==> src/rtl/ccf_pkg.sv <==
package ccf_pkg;

   localparam int KIND_W = 4;

   // Operation kinds that the resolver understands
   typedef enum logic [KIND_W-1:0] {
      CK_PASS  = 4'd0,
      CK_LOGIC = 4'd1,
      CK_ADD   = 4'd2,
      CK_SUB   = 4'd3,
      CK_CMP8  = 4'd4,
      CK_CMP16 = 4'd5,
      CK_ADDX  = 4'd6,
      CK_SUBX  = 4'd7,
      CK_SHIFT = 4'd8
   } ccf_kind_e;

   // Bit positions inside the packed flag word
   localparam int FLG_C = 0;
   localparam int FLG_V = 1;
   localparam int FLG_Z = 2;
   localparam int FLG_N = 3;
   localparam int FLG_W = 4;

   typedef struct packed {
      logic n;
      logic z;
      logic v;
      logic c;
   } ccf_flags_t;

endpackage

==> src/rtl/ccf_nz.sv <==
// Zero and negative detection over a lane of width W; N only when nonzero
module ccf_nz #(
   parameter int W = 32
) (
   input  logic [W-1:0] val_i,
   output logic         n_o,
   output logic         z_o
);
   if (W < 2) begin : g_bad_w
      $error("ccf_nz: lane width must be at least 2");
   end

   always_comb begin
      z_o = (val_i == '0);
      n_o = !z_o && val_i[W-1];
   end
endmodule

==> src/rtl/ccf_sub_rec.sv <==
// Recovers carry and overflow of a subtraction from its result and source.
// EXT selects the variant with an extra borrow-in of one.
module ccf_sub_rec #(
   parameter int W   = 32,
   parameter bit EXT = 1'b0
) (
   input  logic [W-1:0] src_i,
   input  logic [W-1:0] res_i,
   output logic         c_o,
   output logic         v_o
);
   logic [W-1:0] minuend;
   logic [W-1:0] ovf_vec;

   always_comb begin
      minuend = res_i + src_i + W'(EXT);
      ovf_vec = (minuend ^ res_i) & (minuend ^ src_i);
      v_o     = ovf_vec[W-1];
   end

   if (EXT) begin : g_ext
      always_comb c_o = (minuend <= src_i);
   end else begin : g_plain
      always_comb c_o = (minuend < src_i);
   end
endmodule

==> src/rtl/ccf_add_rec.sv <==
// Recovers carry and overflow of an addition from its result and source.
// EXT selects the variant with an extra carry-in of one.
module ccf_add_rec #(
   parameter int W   = 32,
   parameter bit EXT = 1'b0
) (
   input  logic [W-1:0] src_i,
   input  logic [W-1:0] res_i,
   output logic         c_o,
   output logic         v_o
);
   logic [W-1:0] addend;
   logic [W-1:0] ovf_vec;

   always_comb begin
      addend  = res_i - src_i - W'(EXT);
      ovf_vec = (src_i ^ res_i) & ~(addend ^ src_i);
      v_o     = ovf_vec[W-1];
   end

   if (EXT) begin : g_ext
      always_comb c_o = (res_i <= src_i);
   end else begin : g_plain
      always_comb c_o = (res_i < src_i);
   end
endmodule

==> src/rtl/ccf_resolver.sv <==
module ccf_resolver
   import ccf_pkg::*;
#(
   parameter int DATA_W = 32,
   parameter int HALF_W = 16,
   parameter int BYTE_W = 8
) (
   input  logic              clk_i,
   input  logic              rst_ni,
   input  logic              eval_i,
   input  logic [KIND_W-1:0] kind_i,
   input  logic [DATA_W-1:0] src_i,
   input  logic [DATA_W-1:0] res_i,
   output logic [FLG_W-1:0]  flags_o,
   output logic              err_o
);
   localparam int LANES = 3;
   localparam int LANE_W [LANES] = '{DATA_W, HALF_W, BYTE_W};
   localparam int L_FULL = 0;
   localparam int L_HALF = 1;
   localparam int L_BYTE = 2;

   if (BYTE_W < 2 || HALF_W <= BYTE_W || DATA_W <= HALF_W) begin : g_bad_lanes
      $error("ccf_resolver: lane widths must rise strictly from byte to data");
   end
   if (DATA_W < FLG_W) begin : g_bad_data
      $error("ccf_resolver: data word narrower than the flag word");
   end

   // Per-lane N/Z and subtract recovery (full, half, byte)
   logic [LANES-1:0] ln_n, ln_z, ln_c, ln_v;

   for (genvar g = 0; g < LANES; g++) begin : g_lane
      ccf_nz #(.W(LANE_W[g])) u_nz (
         .val_i (res_i[LANE_W[g]-1:0]),
         .n_o   (ln_n[g]),
         .z_o   (ln_z[g])
      );
      ccf_sub_rec #(.W(LANE_W[g]), .EXT(1'b0)) u_sub (
         .src_i (src_i[LANE_W[g]-1:0]),
         .res_i (res_i[LANE_W[g]-1:0]),
         .c_o   (ln_c[g]),
         .v_o   (ln_v[g])
      );
   end

   // Full-width add, add-with-extend and subtract-with-extend recovery
   logic add_c, add_v, addx_c, addx_v, subx_c, subx_v;

   ccf_add_rec #(.W(DATA_W), .EXT(1'b0)) u_add (
      .src_i (src_i), .res_i (res_i), .c_o (add_c), .v_o (add_v)
   );
   ccf_add_rec #(.W(DATA_W), .EXT(1'b1)) u_addx (
      .src_i (src_i), .res_i (res_i), .c_o (addx_c), .v_o (addx_v)
   );
   ccf_sub_rec #(.W(DATA_W), .EXT(1'b1)) u_subx (
      .src_i (src_i), .res_i (res_i), .c_o (subx_c), .v_o (subx_v)
   );

   ccf_flags_t flags_q, flags_nxt;
   logic       kind_ok;
   logic       err_q;

   always_comb begin
      flags_nxt = '0;
      kind_ok   = 1'b1;
      unique case (kind_i)
         CK_PASS:  flags_nxt = ccf_flags_t'(res_i[FLG_W-1:0]);
         CK_LOGIC: begin
            flags_nxt.n = ln_n[L_FULL];
            flags_nxt.z = ln_z[L_FULL];
         end
         CK_ADD:   flags_nxt = '{n: ln_n[L_FULL], z: ln_z[L_FULL], v: add_v, c: add_c};
         CK_SUB:   flags_nxt = '{n: ln_n[L_FULL], z: ln_z[L_FULL], v: ln_v[L_FULL], c: ln_c[L_FULL]};
         CK_CMP8:  flags_nxt = '{n: ln_n[L_BYTE], z: ln_z[L_BYTE], v: ln_v[L_BYTE], c: ln_c[L_BYTE]};
         CK_CMP16: flags_nxt = '{n: ln_n[L_HALF], z: ln_z[L_HALF], v: ln_v[L_HALF], c: ln_c[L_HALF]};
         CK_ADDX:  flags_nxt = '{n: ln_n[L_FULL], z: ln_z[L_FULL] & flags_q.z, v: addx_v, c: addx_c};
         CK_SUBX:  flags_nxt = '{n: ln_n[L_FULL], z: ln_z[L_FULL] & flags_q.z, v: subx_v, c: subx_c};
         CK_SHIFT: begin
            flags_nxt.n = ln_n[L_FULL];
            flags_nxt.z = ln_z[L_FULL];
            flags_nxt.c = (src_i != '0);
         end
         default: begin
            flags_nxt = flags_q;
            kind_ok   = 1'b0;
         end
      endcase
   end

   always_ff @(posedge clk_i or negedge rst_ni) begin
      if (!rst_ni) begin
         flags_q <= '0;
         err_q   <= 1'b0;
      end else begin
         err_q <= eval_i && !kind_ok;
         if (eval_i && kind_ok) begin
            flags_q <= flags_nxt;
         end
      end
   end

   assign flags_o = flags_q;
   assign err_o   = err_q;

   // Checks next to the state they guard
   assert_pass_copy_R2: assert property (@(posedge clk_i) disable iff (!rst_ni)
      (eval_i && kind_i == CK_PASS) |=> flags_o == $past(res_i[FLG_W-1:0]));

   assert_logic_vc_clear_R3: assert property (@(posedge clk_i) disable iff (!rst_ni)
      (eval_i && kind_i == CK_LOGIC) |=> (!flags_o[FLG_V] && !flags_o[FLG_C]));

   assert_nz_exclusive_R3: assert property (@(posedge clk_i) disable iff (!rst_ni)
      (eval_i && kind_i >= CK_LOGIC && kind_i <= CK_SHIFT && kind_i != CK_ADDX && kind_i != CK_SUBX)
      |=> !(flags_o[FLG_N] && flags_o[FLG_Z]));

   assert_z_sticky_R8: assert property (@(posedge clk_i) disable iff (!rst_ni)
      (eval_i && (kind_i == CK_ADDX || kind_i == CK_SUBX) && !flags_o[FLG_Z]) |=> !flags_o[FLG_Z]);

   assert_shift_carry_R9: assert property (@(posedge clk_i) disable iff (!rst_ni)
      (eval_i && kind_i == CK_SHIFT) |=> flags_o[FLG_C] == ($past(src_i) != '0));

   assert_bad_kind_R10: assert property (@(posedge clk_i) disable iff (!rst_ni)
      (eval_i && kind_i > KIND_W'(CK_SHIFT)) |=> (err_o && $stable(flags_o)));

   assert_idle_hold_R11: assert property (@(posedge clk_i) disable iff (!rst_ni)
      !eval_i |=> (!err_o && $stable(flags_o)));

endmodule

==> config.mk <==
export PLATFORM = sky130hd
export DESIGN_NAME = ccf_resolver
export DESIGN_NICKNAME = d
export VERILOG_FILES = /design/src/rtl/ccf_pkg.sv /design/src/rtl/ccf_nz.sv /design/src/rtl/ccf_sub_rec.sv /design/src/rtl/ccf_add_rec.sv /design/src/rtl/ccf_resolver.sv
export SDC_FILE = /design/constraint.sdc
export NUM_CORES = 1
export LEC_CHECK = 0
export BUFFER_PORTS_ARGS = -buffer_cell sky130_fd_sc_hd__buf_2
export CORE_ASPECT_RATIO = 2
export CORE_MARGIN = 5
export CORE_UTILIZATION = 42
export CTS_CLUSTER_SIZE = 25
export DETAILED_ROUTE_END_ITERATION = 8
export PLACE_DENSITY = 0.65
export SYNTH_ARGS = -nofsm -noshare
export SYNTH_HDL_FRONTEND = slang
export SYNTH_SLANG_ARGS = --single-unit
==> constraint.sdc <==
create_clock -name clk_i -period 1.94 [get_ports clk_i]
set_input_delay 0.097 -clock clk_i [delete_from_list [all_inputs] [get_ports clk_i]]
set_output_delay 0.097 -clock clk_i [all_outputs]
set_load 0.05 [all_outputs]
# Word level (Yosys, flattened, before mapping)
# Cells that the tools add are included.
totals:
  register_bits: 5
  output_inout_bits: 5
  word_cells: 73
op_classes:
  addsub: 6
  n_lt_le_gt_ge: 6
  eq_ne: 8
  n_mux: 4
  bitwise: 20
  reduce_logical: 24
ops:
  columns: ["cell", "count"]
  rows:
  - ["$xor A32 B32 Y32", 7]
  - ["$and A32 B32 Y32", 4]
  - ["$le A32 B32 Y1", 2]
  - ["$lt A32 B32 Y1", 2]
  - ["$not A32 Y32", 2]
  - ["$add A32 B1 Y32 const B", 1]
  - ["$add A32 B32 Y32", 1]
  - ["$logic_not A32 Y1", 1]
  - ["$reduce_bool A32 Y1", 1]
  - ["$sub A32 B1 Y32 const B", 1]
  - ["$sub A32 B32 Y32", 1]
  - ["$xor A16 B16 Y16", 2]
  - ["$add A16 B16 Y16", 1]
  - ["$and A16 B16 Y16", 1]
  - ["$eq A4 B3 Y1 const B", 4]
  - ["$logic_not A16 Y1", 1]
  - ["$lt A16 B16 Y1", 1]
  - ["$xor A8 B8 Y8", 2]
  - ["$pmux W2 S5", 1]
  - ["$pmux W1 S9", 1]
  - ["$reduce_bool A9 Y1", 1]
  - ["$reduce_or A9 Y1", 1]
  - ["$add A8 B8 Y8", 1]
  - ["$and A8 B8 Y8", 1]
  - ["16 further kinds", 27]

# Depth between registers and ports, before layout
# Gate-level depths: netlist of run 1.
depth:
  word_depth: 6
  ltp_mapped: 25
  mapped_depth_nobuf: 23

# Hierarchy
# Synthesis of run 1 repeated with hierarchy kept, for this count alone.
unflattened:
  cells_unflattened: 1276
  area_unflattened_um2: 9248.9
by_module_without_submodules:
  columns: ["module", "instances", "cells_per_inst", "area_per_inst_um2", "seq_area_each_um2"]
  rows:
  - ["ccf_sub_rec (u_subx)", 1, 356, 2557.5, 0.0]
  - ["ccf_sub_rec (g_lane[0].u_sub)", 1, 356, 2508.7, 0.0]
  - ["ccf_sub_rec (g_lane[1].u_sub)", 1, 166, 1211.2, 0.0]
  - ["ccf_add_rec (u_addx)", 1, 138, 998.5, 0.0]
  - ["ccf_add_rec (u_add)", 1, 115, 799.5, 0.0]
  - ["ccf_resolver", 1, 70, 601.8, 125.1]
  - ["ccf_sub_rec (g_lane[2].u_sub)", 1, 53, 422.9, 0.0]
  - ["ccf_nz (g_lane[0].u_nz)", 1, 12, 82.6, 0.0]
  - ["ccf_nz (g_lane[1].u_nz)", 1, 6, 37.5, 0.0]
  - ["ccf_nz (g_lane[2].u_nz)", 1, 4, 28.8, 0.0]

# Worst setup path after synthesis of run 1
# Ideal clock, no wire load.
synth_timing:
  path_kind: "input port to flip-flop"
  start: "input port src_i[13]"
  end: "register flags_q, in the netlist flags_o[0]"
  setup_time_ps: 78
  arrival_time_ps: 4677
  required_ps: 1862
  path_slack_ps: -2815
  cell_stages: 24
  path_buffers: 1
  path_cell_list: "inv_1 ha_1 buf_2 or4_1 nor4b_2 o211a_1 a31oi_1 nand2_1 xnor2_2 nand4_1 nor4b_4 nand2_1 nor2_1 xor2_1 ha_1 nand4_1 nor2_1 nand2_1 nor3_1 nand3_1 or4_1 o211ai_1 nand4_1 a21oi_1"
synth_via:
  elab_chain_cells: 4
  elab_cells_between_ends: 10
synth_rtl:
  columns: ["element", "line", "text"]
  rows:
  - ["from (decl)", "ccf_resolver.sv:12", "input logic [DATA_W-1:0] src_i,"]
  - ["$add A32 B32 Y32", "ccf_sub_rec.sv:16", "minuend = res_i + src_i + W'(EXT);"]
  - ["$add A32 B1 Y32", "ccf_sub_rec.sv:16", null]
  - ["$le A32 B32 Y1", "ccf_sub_rec.sv:22", "always_comb c_o = (minuend <= src_i);"]
  - ["$pmux W1 S9 *", "ccf_resolver.sv:67", "unique case (kind_i)"]
  - ["to (signal assigned)", "ccf_resolver.sv:98", "flags_q <= flags_nxt;"]
  - ["to (decl)", "ccf_resolver.sv:60", "ccf_flags_t flags_q, flags_nxt;"]
# Mark *: on every way between the ends. The rest lies on a longest branch, timed or not.
# A chain may end at the register's enable or synchronous reset.

# Worst setup path after layout of run 1
layout_timing:
  start: "input port src_i[0]"
  end: "register flags_q, in the netlist flags_o[0]"
# Same word-level chain as after synthesis.

==> summary.md, run 1 <==
The flow ran to the end, but the final reports show violations. The final reports fail on setup timing. A synthesized cell averages 7.10 sq um.

The violation count after the first detailed-routing iteration was 582; the synthesized-area fraction occupied by adder cells was 23.1%. In this run the cell area of the synthesized design comes to 6990 sq um. Counting instances in the post-synthesis netlist gives the leading cell types as sky130_fd_sc_hd__ha_1, sky130_fd_sc_hd__a21oi_1, sky130_fd_sc_hd__inv_1.

The number of pins with negative max-slew slack in the final report came out at 0. The net switching share of the total power is 48.0%. The repair_antennas step left the layout with diodes totalling 0.

From synthesis to final layout, the design area changed by 63.8%. Per report_power, the sequential group accounts for 2.4% of the total. The share of the yosys chip area belonging to registers is 1.79%, and the core outline area is 16400 sq um. The number of antenna violations at the first check in global routing was 0; the final RePlAce weighted congestion was 1.07. The proportion of synthesized area in mux cells was 1.25%. Yosys instantiated no cell more often than sky130_fd_sc_hd__ha_1.

The compound-gate portion of the synthesized area works out to 29.0%. The number of iterations in the first detailed-routing pass came out at 5. Along the worst path, the maximum fanout reaches 3. Static timing analysis puts the maximum clock frequency at 210 MHz. The share of layout cells above drive strength 1 works out to 43.7%. The count of endpoints failing setup in the final report is 2, and the die width is 101 um.

Dividing the detail-routed via count by the number of cells gives 6.00. Setup total negative slack on the finished layout was measured at -5.39 ns. The clock share of power is 6.5%.

Buffers placed on the I/O ports in this run total 75. For this run, design rule violations remaining after detail routing come to 0. The terminating pin of the worst hold path is flags_o[3]. The die outline height works out to 192 um. The cell chosen for the clock root was sky130_fd_sc_hd__clkbuf_16.

The number of hold violations in the final report was 0; the final clock period utilization by the worst path was 246%. TritonCTS built the clock tree. The part of the total power dissipated in combinational logic is 91.1%. In this run the static leakage power is 0.00555 uW. In the synthesized netlist the async set-or-reset flop fraction comes to 100%. Summed over all instances, the cell type with the most area after synthesis is sky130_fd_sc_hd__ha_1. Worst hold path stage count: 2. The synthesized design contains 0 enable-type register cells. Worst min-delay path class: in2reg.

Half-perimeter wire length of the detailed placement result: 28900 um. Total of flip-flops plus latches after synthesis: 5. The register-to-register setup slack was 0.34 ns. The site row count is 66.

Measured slew at the worst slew-check pin: 0.633 ns. The post-synthesis net count is 1183, and the total power per unit cell area is 461 nW/um^2. Worst reg-to-reg path cell count: 8. After synthesis, the largest area contributor takes up 22.6% of total cell area. The routed length per instance was 21.2 um.

The critical path start-end classification was in2reg. Number of warnings issued by yosys: 0. The routed via count came out at 9944.

For the critical path arrival, the log shows 4.92 ns. Global routing finished with a remaining overflow of 0. The tools report the synthesized instance count as 984. For this run, the total global-route usage over all layers was measured as 34.9%.

For the headroom to the max-slew limit, the log shows 56.7%. The global-route wire length before repair was 52500 um. The category of the worst setup path launch point is an input pin. The dominant synthesized flop cell was sky130_fd_sc_hd__dfrtp_1. The TritonCTS buffer count is 3. No sink is reached through more buffers than the 2 on the longest clock path. The reg-to-reg startpoint was flags_o[2]. The number of global-route vias before repair was 10600; the required time at the worst-slack endpoint was 2.09 ns.

The run gives 76 as the number of ports placed on the die boundary. After synthesis, the largest family of logic cells by area is compound AO/OA/AOI/OAI gates. The post-synthesis xor/xnor area fraction works out to 9.04%. The number of H-tree levels was 1; the number of nets at the end of the flow was 1653. The simple-gate portion of the synthesized area was 29.0%.

In this run the remaining antenna-violating nets after routing total 0. Clock latency on the worst-skew pair, taken at its later pin, is 0.23 ns. The worst-case IR drop observed on VDD is 0.377 mV. The internal power of the cells totals 2740 uW. The endpoint identified for the worst register-to-register timing path is flags_o[2]. The logs give 0 ns for the worst clock skew on the final layout and 14 for the largest net degree at the start of global routing.

Setup repair after global routing could not meet its margin everywhere. In the post-synthesis netlist, the biggest area contributors are sky130_fd_sc_hd__ha_1, sky130_fd_sc_hd__xnor2_1, sky130_fd_sc_hd__a21oi_1, sky130_fd_sc_hd__inv_1, sky130_fd_sc_hd__nand2_1. The tools report the post-layout worst setup margin as -2.83 ns. STA classifies the critical path endpoint as a flip-flop.

The tightest hold path in the finished design has a slack of 0.130 ns. Once the floorplan was initialized, standard cells occupied 42.7% of the core. The tool flagged a number of max-cap violations equal to 0. The count of distinct cell types in the synthesized netlist was 92. In this run the most critical hold path is launched from eval_i. The clock drives 5 sinks. The final layout contains routed wiring with a total length of 35100 um. Clock-pin slew was measured on the worst setup and hold paths at 0.03 ns. The die covers 19500 sq um. The shortest period the worst path allows works out to 4.77 ns. In this run the power spent charging and discharging nets is 2530 uW.
-- routing by layer --
| metal | global-route usage, % | routed length [um] | up-vias |
|---|---|---|---|
| met3 | 4.09 | 1670 | 237 |
| met2 | 66.3 | 18200 | 477 |
| met5 | 0 | 0 | - |
| met4 | 30.1 | 4080 | 0 |
| met1 | 31.1 | 11200 | 4618 |
| li1 | - | - | 4612 |
-- through the flow --
step | total power (uW) | std cells | utilization, % | setup slack [ns] | cell area [sq um]
after CTS | 4980 | 1656 | 68.2 | -2.64 | 11200
final | 5270 | 1657 | 70.0 | -2.83 | 11400
after detailed placement | 4330 | 1617 | 64.3 | -3.01 | 10500
after global routing | 5630 | 1657 | 70.0 | -3.02 | 11400
after floorplan | 2390 | 984 | - | -2.50 | 7120
after global placement | 4270 | 1617 | 64.3 | -2.92 | 10500
-- area by class of cell --
| type | count | area [sq um] |
|---|---|---|
| multi-input cells | 860 | 7020 |
| inverters | 81 | 309 |
| repair buffers | 503 | 3650 |
| clock buffers | 4 | 78.8 |
| flip-flops and latches | 5 | 125 |
| well taps | 204 | 255 |
| fillers | 1342 | 4910 |
-- cells in the final DEF (no fill, tap or decap), types with 6 or more instances in the layout --
cell type / n
sky130_fd_sc_hd__or3_1: 10
sky130_fd_sc_hd__a21oi_2: 7
sky130_fd_sc_hd__a31oi_1: 9
sky130_fd_sc_hd__nand2b_1: 15
sky130_fd_sc_hd__and3_1: 6
sky130_fd_sc_hd__a21oi_1: 73
sky130_fd_sc_hd__o21ai_1: 12
sky130_fd_sc_hd__inv_2: 9
sky130_fd_sc_hd__buf_2: 73
sky130_fd_sc_hd__nor4_1: 26
sky130_fd_sc_hd__nand3_1: 25
sky130_fd_sc_hd__o22ai_1: 6
sky130_fd_sc_hd__buf_4: 416
sky130_fd_sc_hd__a21o_1: 24
sky130_fd_sc_hd__o31ai_1: 8
sky130_fd_sc_hd__o211ai_1: 15
sky130_fd_sc_hd__nor2_1: 63
sky130_fd_sc_hd__o21a_1: 18
sky130_fd_sc_hd__xnor2_2: 8
sky130_fd_sc_hd__xor2_1: 17
sky130_fd_sc_hd__buf_6: 11
sky130_fd_sc_hd__ha_4: 14
sky130_fd_sc_hd__xnor2_1: 40
sky130_fd_sc_hd__nor2b_1: 20
sky130_fd_sc_hd__a211oi_1: 8
sky130_fd_sc_hd__ha_1: 110
sky130_fd_sc_hd__nand2_1: 67
sky130_fd_sc_hd__nor3_1: 29
sky130_fd_sc_hd__nand4_1: 28
sky130_fd_sc_hd__o21ai_0: 35
sky130_fd_sc_hd__inv_1: 69
-- state kept, by name, summed over array words and instances (netlist names) --
name,cells
err_o,1
flags_o,4
-- worst max-delay path by stage --
| stage | startpoint | to | slack, ns | depth (start not counted) |
|---|---|---|---|---|
| final | src_i[0] | flags_o[0] | -2.83 | 24 |
| after global routing | src_i[0] | flags_o[0] | -3.02 | 24 |
| after CTS | res_i[0] | flags_o[0] | -2.64 | 24 |
| after detailed placement | src_i[12] | flags_o[0] | -3.01 | 24 |
| after global placement | src_i[12] | flags_o[0] | -2.92 | 24 |
| after floorplan | src_i[0] | flags_o[0] | -2.50 | 23 |
-- kinds of logic (layout without fill, tap and decap cells) --
family / Yosys count / count (layout)
AO/OA/AOI/OAI: 293 / 293
XOR/XNOR: 68 / 68
adder cells (fa/ha/maj): 128 / 128
buffers and inverters: 119 / 588
flip-flops: 5 / 5
multiplexers: 8 / 8
AND/OR/NAND/NOR: 363 / 363
-- power groups by stage --
stage	sequential (uW)	clock (uW)	combinational [uW]
floorplan	186	0	2200
global placement	129	0	4140
detailed placement	129	0	4200
CTS	129	344	4510
global route	131	351	5150
finish	129	342	4800
-- worst max-delay path, cell delays in order --
cell and delay, ns:
sky130_fd_sc_hd__buf_8 0.10, sky130_fd_sc_hd__ha_4 0.16, sky130_fd_sc_hd__fa_2 0.41, sky130_fd_sc_hd__nor2b_4 0.16, sky130_fd_sc_hd__o211ai_1 0.30, sky130_fd_sc_hd__buf_4 0.22, sky130_fd_sc_hd__a21oi_4 0.07, sky130_fd_sc_hd__or3_4 0.39
sky130_fd_sc_hd__a2bb2oi_2 0.16, sky130_fd_sc_hd__or3b_1 0.42, sky130_fd_sc_hd__nor4_2 0.32, sky130_fd_sc_hd__xnor2_1 0.16, sky130_fd_sc_hd__ha_1 0.26, sky130_fd_sc_hd__a21o_1 0.18, sky130_fd_sc_hd__a21o_1 0.18, sky130_fd_sc_hd__a21oi_1 0.22
sky130_fd_sc_hd__nor2b_1 0.07, sky130_fd_sc_hd__o21ai_0 0.15, sky130_fd_sc_hd__nand2b_1 0.11, sky130_fd_sc_hd__a21oi_2 0.22, sky130_fd_sc_hd__o221ai_4 0.14, sky130_fd_sc_hd__o211ai_1 0.18, sky130_fd_sc_hd__nand4_1 0.10, sky130_fd_sc_hd__a21oi_1 0.14
-- what timing repair did --
item / CTS / global route
endpoints found under the setup margin: 2 / 3
hold buffers: 1 / 0
resized for setup: 62 / 47
endpoints found under the hold margin: 5 / 0
pin swaps: 55 / 37
setup buffers: 34 / 4
Note: power is estimated with default switching activity, not from simulation.
==> run 2, diff against run 1 <==
- SETUP_SLACK_MARGIN: unset -> 0.1
==> run 2 against run 1 <==
The flow still finishes with violations (setup timing). Total power hardly changed. Via count is 0.23% higher. Count of clock-buffer cells in the layout stayed put. Sequential power hardly changed. Critical path depth stayed put. Cell count stayed put. Combinational power hardly changed. Clock skew stayed put. Fmax hardly changed. Non-clock buffer count stayed put. Flip-flop and latch count stayed put. Routed wire length hardly changed. Critical path type unchanged. Largest cell class unchanged. Largest power group unchanged. Highest routed layer unchanged.
==> summary.md, run 2 (synthesis gave the netlist of run 1 again) <==
The library cells used most frequently in the layout, excluding fill and tap cells, are sky130_fd_sc_hd__buf_4, sky130_fd_sc_hd__ha_1, sky130_fd_sc_hd__a21oi_1, sky130_fd_sc_hd__buf_2, sky130_fd_sc_hd__inv_1. The fraction of met3 tracks used by global routing is 4.09% (unchanged). The routed via count came out at 9967 (+0.23%). STA classifies the critical path startpoint as an input pin. The peak per-stage delay on the critical path is 0.42 ns (about the same), and the total power per unit cell area is 460 nW/um^2 (about the same).

The number of flip-flops under the largest register name was 4 (unchanged); the number of max-capacitance violations reported was 0 (unchanged). For the clock sink total, the log shows 5 (unchanged). The shortest period the worst path allows was 4.77 ns (+0.00382 ns).

The top cell family by delay on the critical path was compound AO/OA/AOI/OAI gates. The count of input and output buffers works out to 75 (unchanged). The number of pins with negative max-slew slack in the final report came out at 0 (unchanged). TritonCTS built the clock tree.

Traced cell by cell, the critical path runs through buf_8 -> ha_4 -> fa_2 -> nor2b_4 -> o211ai_1 -> buf_4 -> a21oi_4 -> or3_4 -> a2bb2oi_2 -> or3b_1 -> nor4_2 -> xnor2_1 -> ha_1 -> a21o_1 -> a21o_1 -> a21oi_1 -> nor2b_1 -> o21ai_0 -> nand2b_1 -> a21oi_2 -> o221ai_4 -> o211ai_1 -> nand4_1 -> a21oi_1. The tools report the clock latency on the worst-skew pair as 0.23 ns (about the same). The violation count after the first detailed-routing iteration is 645 (+11%), and the met2 capacity usage during global routing is 66.3% (unchanged). Setup repair after global routing could not meet its margin everywhere.

The post-layout worst setup margin came out at -2.83 ns (-0.00382 ns). The measured slew at the worst slew-check pin works out to 0.630 ns (-0.00306 ns). The final clock period utilization by the worst path is 246% (about the same). The run gives 1653 (unchanged) as the number of nets at the end of the flow. Global-route wire length before repair: 52500 um (unchanged). The cell area after placement was 10500 sq um (unchanged). The share of layout cells above drive strength 1 is 43.8% (+0.069 points), and the half-perimeter wire length of the detailed placement result is 28900 um (unchanged). The critical-path maximum fanout is 3 (unchanged). The antenna diode instance count is 0 (unchanged), and the remaining antenna violation count after routing is 0 (unchanged). The worst slack on hold paths is 0.123 ns (-0.00755 ns), and the final routed DRC violation total is 0 (unchanged). Die outline height: 192 um (unchanged). The worst clock skew on the final layout is 0 ns (unchanged). The tools report the cell leakage power as 0.00555 uW (about the same). The tree is rooted in a sky130_fd_sc_hd__clkbuf_16. On the critical path, the stage with the largest delay is an instance of sky130_fd_sc_hd__or3b_1. In this run the worst setup path begins at src_i[0]. The largest net degree at the start of global routing was 14 (unchanged); the number of fill cells was 1340 (-0.15%).

The tools report the met1 track demand over resource in global routing as 31.1% (unchanged). The maximum clock frequency was 210 MHz (about the same); the routed length per instance was 21.2 um (about the same). The run gives 0 (unchanged) as the number of hold violations in the final report.

Die area: 19500 sq um (unchanged). The number of global-route vias before repair was 10600 (unchanged); the final RePlAce weighted congestion was 1.07 (unchanged). The core outline area is 16400 sq um (unchanged).

In this run the most critical hold path is launched from eval_i. For the starting density of the core, the log shows 42.7% (unchanged). In this run the critical register-to-register path is launched from flags_o[2].

The largest voltage drop on the vdd net is 0.377 mV (about the same). The logs give 5 (unchanged) for the number of iterations in the first detailed-routing pass and 76 (unchanged) for the number of ports placed on the die boundary. The clock-pin slew on the worst setup and hold paths came out at 0.03 ns (about the same). The count of endpoints failing setup in the final report was 2 (unchanged). The critical path arrival came out at 4.92 ns (about the same). The post-route cell area was 11400 sq um (about the same); the TritonCTS buffer count was 3 (unchanged). The vias per cell was 6.02 (+0.23%); the site row count was 66 (unchanged). The number of antenna violations at the first check in global routing is 0 (unchanged). The min-delay analysis places its worst path in the category in2reg. The setup total negative slack was -5.40 ns (-0.0106 ns); the share of the core filled with cells in the final layout was 70.0% (about the same).

Number of H-tree levels: 1 (unchanged). The tools report the total overflow reported by the global router as 0 (unchanged). The library cell used most frequently in the layout, excluding fill and tap cells, is sky130_fd_sc_hd__buf_4. The clock tree buffer depth is 2 (unchanged). The critical path buffer and inverter count is 2 (unchanged).

The layout-stage area growth over the synthesis result was 63.9% (about the same). The worst slack after detailed placement is -3.01 ns (unchanged). STA classifies the critical path endpoint as a flip-flop.

For the final routed wirelength across all metal layers, the log shows 35100 um (about the same). The final reports fail on setup timing. The setup path with the least slack is of type in2reg.

The die width was 101 um (unchanged). Peak-usage layer in the global routing report: met2. The required time at the worst-slack endpoint was 2.09 ns (about the same).

For the headroom to the max-slew limit, the log shows 56.9% (+0.21 points). The flow ran to the end, but the final reports show violations. The total routing resource utilization after global routing is 34.9% (unchanged).
[run 2: cell counts in the layout (fill, tap and decap cells not counted)]
No cell type changed its count.
[run 2: stage by stage]
stage,total power (uW),std cells
6_report,5270,1657
5_1_grt,5640,1657
4_1_cts,4980,1656
3_5_place_dp,4330,1617
3_3_place_gp,4270,1617
2_1_floorplan,2390,984
[run 2: layer usage]
| metal | up-vias | part of all wire, % |
|---|---|---|
| met1 | 4645 | 31 |
| met2 | 472 | 52 |
| met3 | 237 | 5.2 |
| met5 | - | 0 |
| met4 | 0 | 11 |
| li1 | 4613 | - |
[run 2: final timing paths]
path,to,slack (ns),cells after the start
min reg2reg,flags_o[2],0.53,1
max,flags_o[0],-2.83,24
max reg2reg,flags_o[2],0.36,8
max in group asynchronous,flags_o[1],1.56,2
min,flags_o[3],0.12,2
min in group asynchronous,flags_o[0],0.24,2
[run 2: cell type report]
cell class / count / area, sq um / area share, %
clock buffers: 4 / 78.8 / 0.689
inverters: 81 / 309 / 2.70
multi-input cells: 860 / 7030 / 61.4
flip-flops and latches: 5 / 125 / 1.09
well taps: 204 / 255 / 2.23
repair buffers: 503 / 3650 / 31.9
[run 2: power by group]
part,internal [uW],leakage (uW),switching [uW]
logic,2350,0.00546,2450
registers,121,0.0000591,8.32
clock network,273,0.0000382,69.5
total,2740,0.00555,2530
[run 2: worst reg2reg max path, delay by kind of cell, from the launching register on]
kind / cells / cell delay (ns)
DFF: 1 / 0.37
and+or+nand+nor: 4 / 0.48
muxes: 1 / 0.27
AOI/OAI and AO/OA: 3 / 0.33
[run 2: repair_timing]
action                     4_1_cts  5_1_grt
pin swaps                       55       37
setup buffers                   34        4
hold buffers                     1        0
hold endpoints to repair         5        0
resized for setup               62       48
setup endpoints to repair        2        3
==> run 3, diff against run 2 <==
==> constraint.sdc (replaced) <==
create_clock -name clk_i -period 1.94 [get_ports clk_i]
set_input_delay 0.194 -clock clk_i [delete_from_list [all_inputs] [get_ports clk_i]]
set_output_delay 0.194 -clock clk_i [all_outputs]
set_load 0.05 [all_outputs]
==> run 3 against run 2 <==
The run still ends with setup timing left. Total power decreased by 3.1%. Clock skew is the same. Critical path depth rose by 2. Non-clock buffer count decreased by 4. Register-to-register slack is essentially flat. Routed wire length shrank 1.3%. Sequential share of layout area barely moved. Sequential power is essentially flat. Largest power group unchanged. Highest routed layer unchanged.
==> summary.md, run 3 (synthesis gave the netlist of run 1 again) <==
The measured slew at the worst slew-check pin is 0.664 ns (+0.0337 ns). Setup repair after global routing could not meet its margin everywhere. The vias per cell was 5.93 (-1.3%). The routed length per instance works out to 21.0 um (-1.0%). The final routed DRC violation total was 0 (unchanged); the final clock period utilization by the worst path was 246% (+0.34 points). Maximum clock frequency: 209 MHz (-0.14%). The number of global-route vias before repair is 10400 (-1.4%), and the total overflow reported by the global router is 0 (unchanged). For the final routed wirelength across all metal layers, the log shows 34700 um (-1.3%). STA classifies the critical path startpoint as an input pin.

The total routing resource utilization after global routing is 34.4% (-0.51 points). The tools report the setup total negative slack as -5.11 ns (+0.291 ns). The clock latency on the worst-skew pair is 0.23 ns (about the same). The tools report the cell chosen for the clock root as sky130_fd_sc_hd__clkbuf_16. The count of input and output buffers is 75 (unchanged). The tools report the number of ports placed on the die boundary as 76 (unchanged). The flow ran to the end, but the final reports show violations. The tools report the number of max-capacitance violations reported as 0 (unchanged). The final RePlAce weighted congestion is 1.09 (+1.8%). The share of layout cells above drive strength 1 was 42.9% (-0.85 points). The tools report the sort of element at the end of the critical path as a flip-flop. The run gives 2660 uW (-3.2%) as the internal power. The number of iterations in the first detailed-routing pass is 5 (unchanged), and the cell leakage power is 0.00549 uW (-1.1%).

Among cell families on the critical path, the largest total delay comes from simple AND/OR/NAND/NOR gates. The run gives 4.88 ns (-0.04 ns) as the critical path arrival. The starting density of the core is 42.7% (unchanged). The logs give 29100 um (+0.92%) for the half-perimeter wire length of the detailed placement result and 0 (unchanged) for the number of hold violations in the final report.

The part of the total power dissipated in combinational logic is 90.7% (-0.4 points), and the clock tree buffer depth is 2 (unchanged). The largest net degree at the start of global routing is 14 (unchanged). The logs give 19500 sq um (unchanged) for the die area and 0 (unchanged) for the number of pins with negative max-slew slack in the final report. The logs give 68.8% (-1.2 points) for the share of the core filled with cells in the final layout and -2.84 ns (-0.00660 ns) for the post-layout worst setup margin.

The filler-free cell count of the finished design is 1653 (-0.24%). In the layout the commonest cells are sky130_fd_sc_hd__buf_4, sky130_fd_sc_hd__ha_1, sky130_fd_sc_hd__a21oi_1. The critical-path maximum fanout is 3 (unchanged), and the portion of total power attributed to sequential cells is 2.6% (+0.2 points). The largest voltage drop on the vdd net came out at 0.304 mV (-19%).

The die outline height was 192 um (unchanged). For this design, the slowest cell found on the critical path is sky130_fd_sc_hd__or3b_1. For the number of fill cells, the log shows 1423 (+6.2%). The die width is 101 um (unchanged).

The critical path is of the in2reg type. The tools report the number of antenna violations at the first check in global routing as 0 (unchanged). The clock-pin slew on the worst setup and hold paths is 0.03 ns (about the same). The count of endpoints failing setup in the final report was 2 (unchanged). The critical path buffer and inverter count was 7 (+5); the worst clock skew on the final layout was 0 ns (unchanged). The tools report the TritonCTS buffer count as 3 (unchanged). For the number of nets at the end of the flow, the log shows 1649 (-0.24%). Total power per unit cell area: 454 nW/um^2 (-1.4%).

For the clock sink total, the log shows 5 (unchanged). Remaining antenna violation count after routing: 0 (unchanged). The logs give 0 (unchanged) for the antenna diode instance count and 588 (-8.8%) for the violation count after the first detailed-routing iteration. The tools report the global-route wire length before repair as 51700 um (-1.5%).

The area growth from synthesis to layout is 61.0%. The multi-input gate area in the final layout was 6880 sq um (-2.1%); the net switching share of the total power was 48.0% (about the same). For the number of H-tree levels, the log shows 1 (unchanged).

The peak per-stage delay on the critical path came out at 0.41 ns (about the same). Counting stages on the worst path, the most repeated cell is sky130_fd_sc_hd__buf_4. The core outline area was 16400 sq um (unchanged). The final reports fail on setup timing. The most common cell after layout, fill and taps aside is sky130_fd_sc_hd__buf_4.

The number of flip-flops under the largest register name is 4 (unchanged). The routed via count was 9809 (-1.6%); the required time at the worst-slack endpoint was 2.04 ns (-0.05 ns). The cell count after placement is 1616 (-0.062%). Worst min-delay path class: in2reg.

The headroom to the max-slew limit is 55.2% (-1.7 points), and the worst slack on hold paths is 0.200 ns (+0.0777 ns). The tools report the flip-flop and latch area as 125 sq um (unchanged). The post-route total power is 5100 uW (-3.1%). Shortest period the worst path allows: 4.78 ns (+0.00660 ns). The clock share of power was 6.8% (+0.3 points); the site row count was 66 (unchanged). TritonCTS built the clock tree.

Switching power total: 2450 uW (-3.1%).
-- run 3: cell type report --
| class | instances | share of cell area (%) |
|---|---|---|
| multi-input cells | 860 | 61.2 |
| repair buffers | 499 | 32.0 |
| inverters | 81 | 2.75 |
| well taps | 204 | 2.27 |
| flip-flops and latches | 5 | 1.11 |
| clock buffers | 4 | 0.701 |
-- run 3: path summary, 6_finish.rpt --
kind                             from         end  slack (ns)  depth (start not counted)
max in group asynchronous      rst_ni       err_o        1.48                          2
setup / recovery             res_i[0]  flags_o[0]       -2.84                         26
hold / removal                 eval_i  flags_o[3]        0.20                          2
hold reg to reg            flags_o[2]  flags_o[2]        0.54                          1
min in group asynchronous      rst_ni  flags_o[3]        0.33                          2
setup reg to reg           flags_o[2]  flags_o[2]        0.36                          8
-- run 3: power groups by stage --
stage | Clock [uW] | Combinational (uW) | Sequential (uW)
after global placement | 0 | 4140 | 130
final | 345 | 4630 | 131
after detailed placement | 0 | 4210 | 131
after global routing | 353 | 4990 | 131
after floorplan | 0 | 2200 | 186
after CTS | 343 | 4360 | 130
-- run 3: worst register-to-register path, stage by stage, from the launching register on --
cell and delay, ns:
sky130_fd_sc_hd__dfrtp_1 0.38, sky130_fd_sc_hd__nand3b_1 0.16, sky130_fd_sc_hd__nand2_1 0.08, sky130_fd_sc_hd__o22ai_1 0.06, sky130_fd_sc_hd__a21oi_1 0.21, sky130_fd_sc_hd__nor3_2 0.07
sky130_fd_sc_hd__nor3_1 0.17, sky130_fd_sc_hd__a21oi_1 0.06, sky130_fd_sc_hd__mux2_2 0.27
-- run 3: timing repair --
item / CTS / global route
hold endpoints to repair: 5 / 0
pin swaps: 38 / 27
gates resized for setup: 45 / 40
gates cloned: 0 / 0
endpoints found under the setup margin: 3 / 3
hold buffers: 1 / 0
setup buffers: 20 / 12
-- run 3: metal layers --
layer  vias to the layer above  wire [um]  track usage (%)
met5                         -          0                0
met4                         0       4210             32.5
met3                       219       1690             2.71
met2                       488      18000             64.4
met1                      4506      10800             31.0
li1                       4596          -                -
-- run 3: stage by stage --
step                      area [sq um]  setup WS [ns]
final                            11200          -2.84
after global routing             11200          -3.08
after CTS                        11000          -2.81
after detailed placement         10500          -3.17
after global placement           10500          -3.01
after floorplan                   7120          -2.59
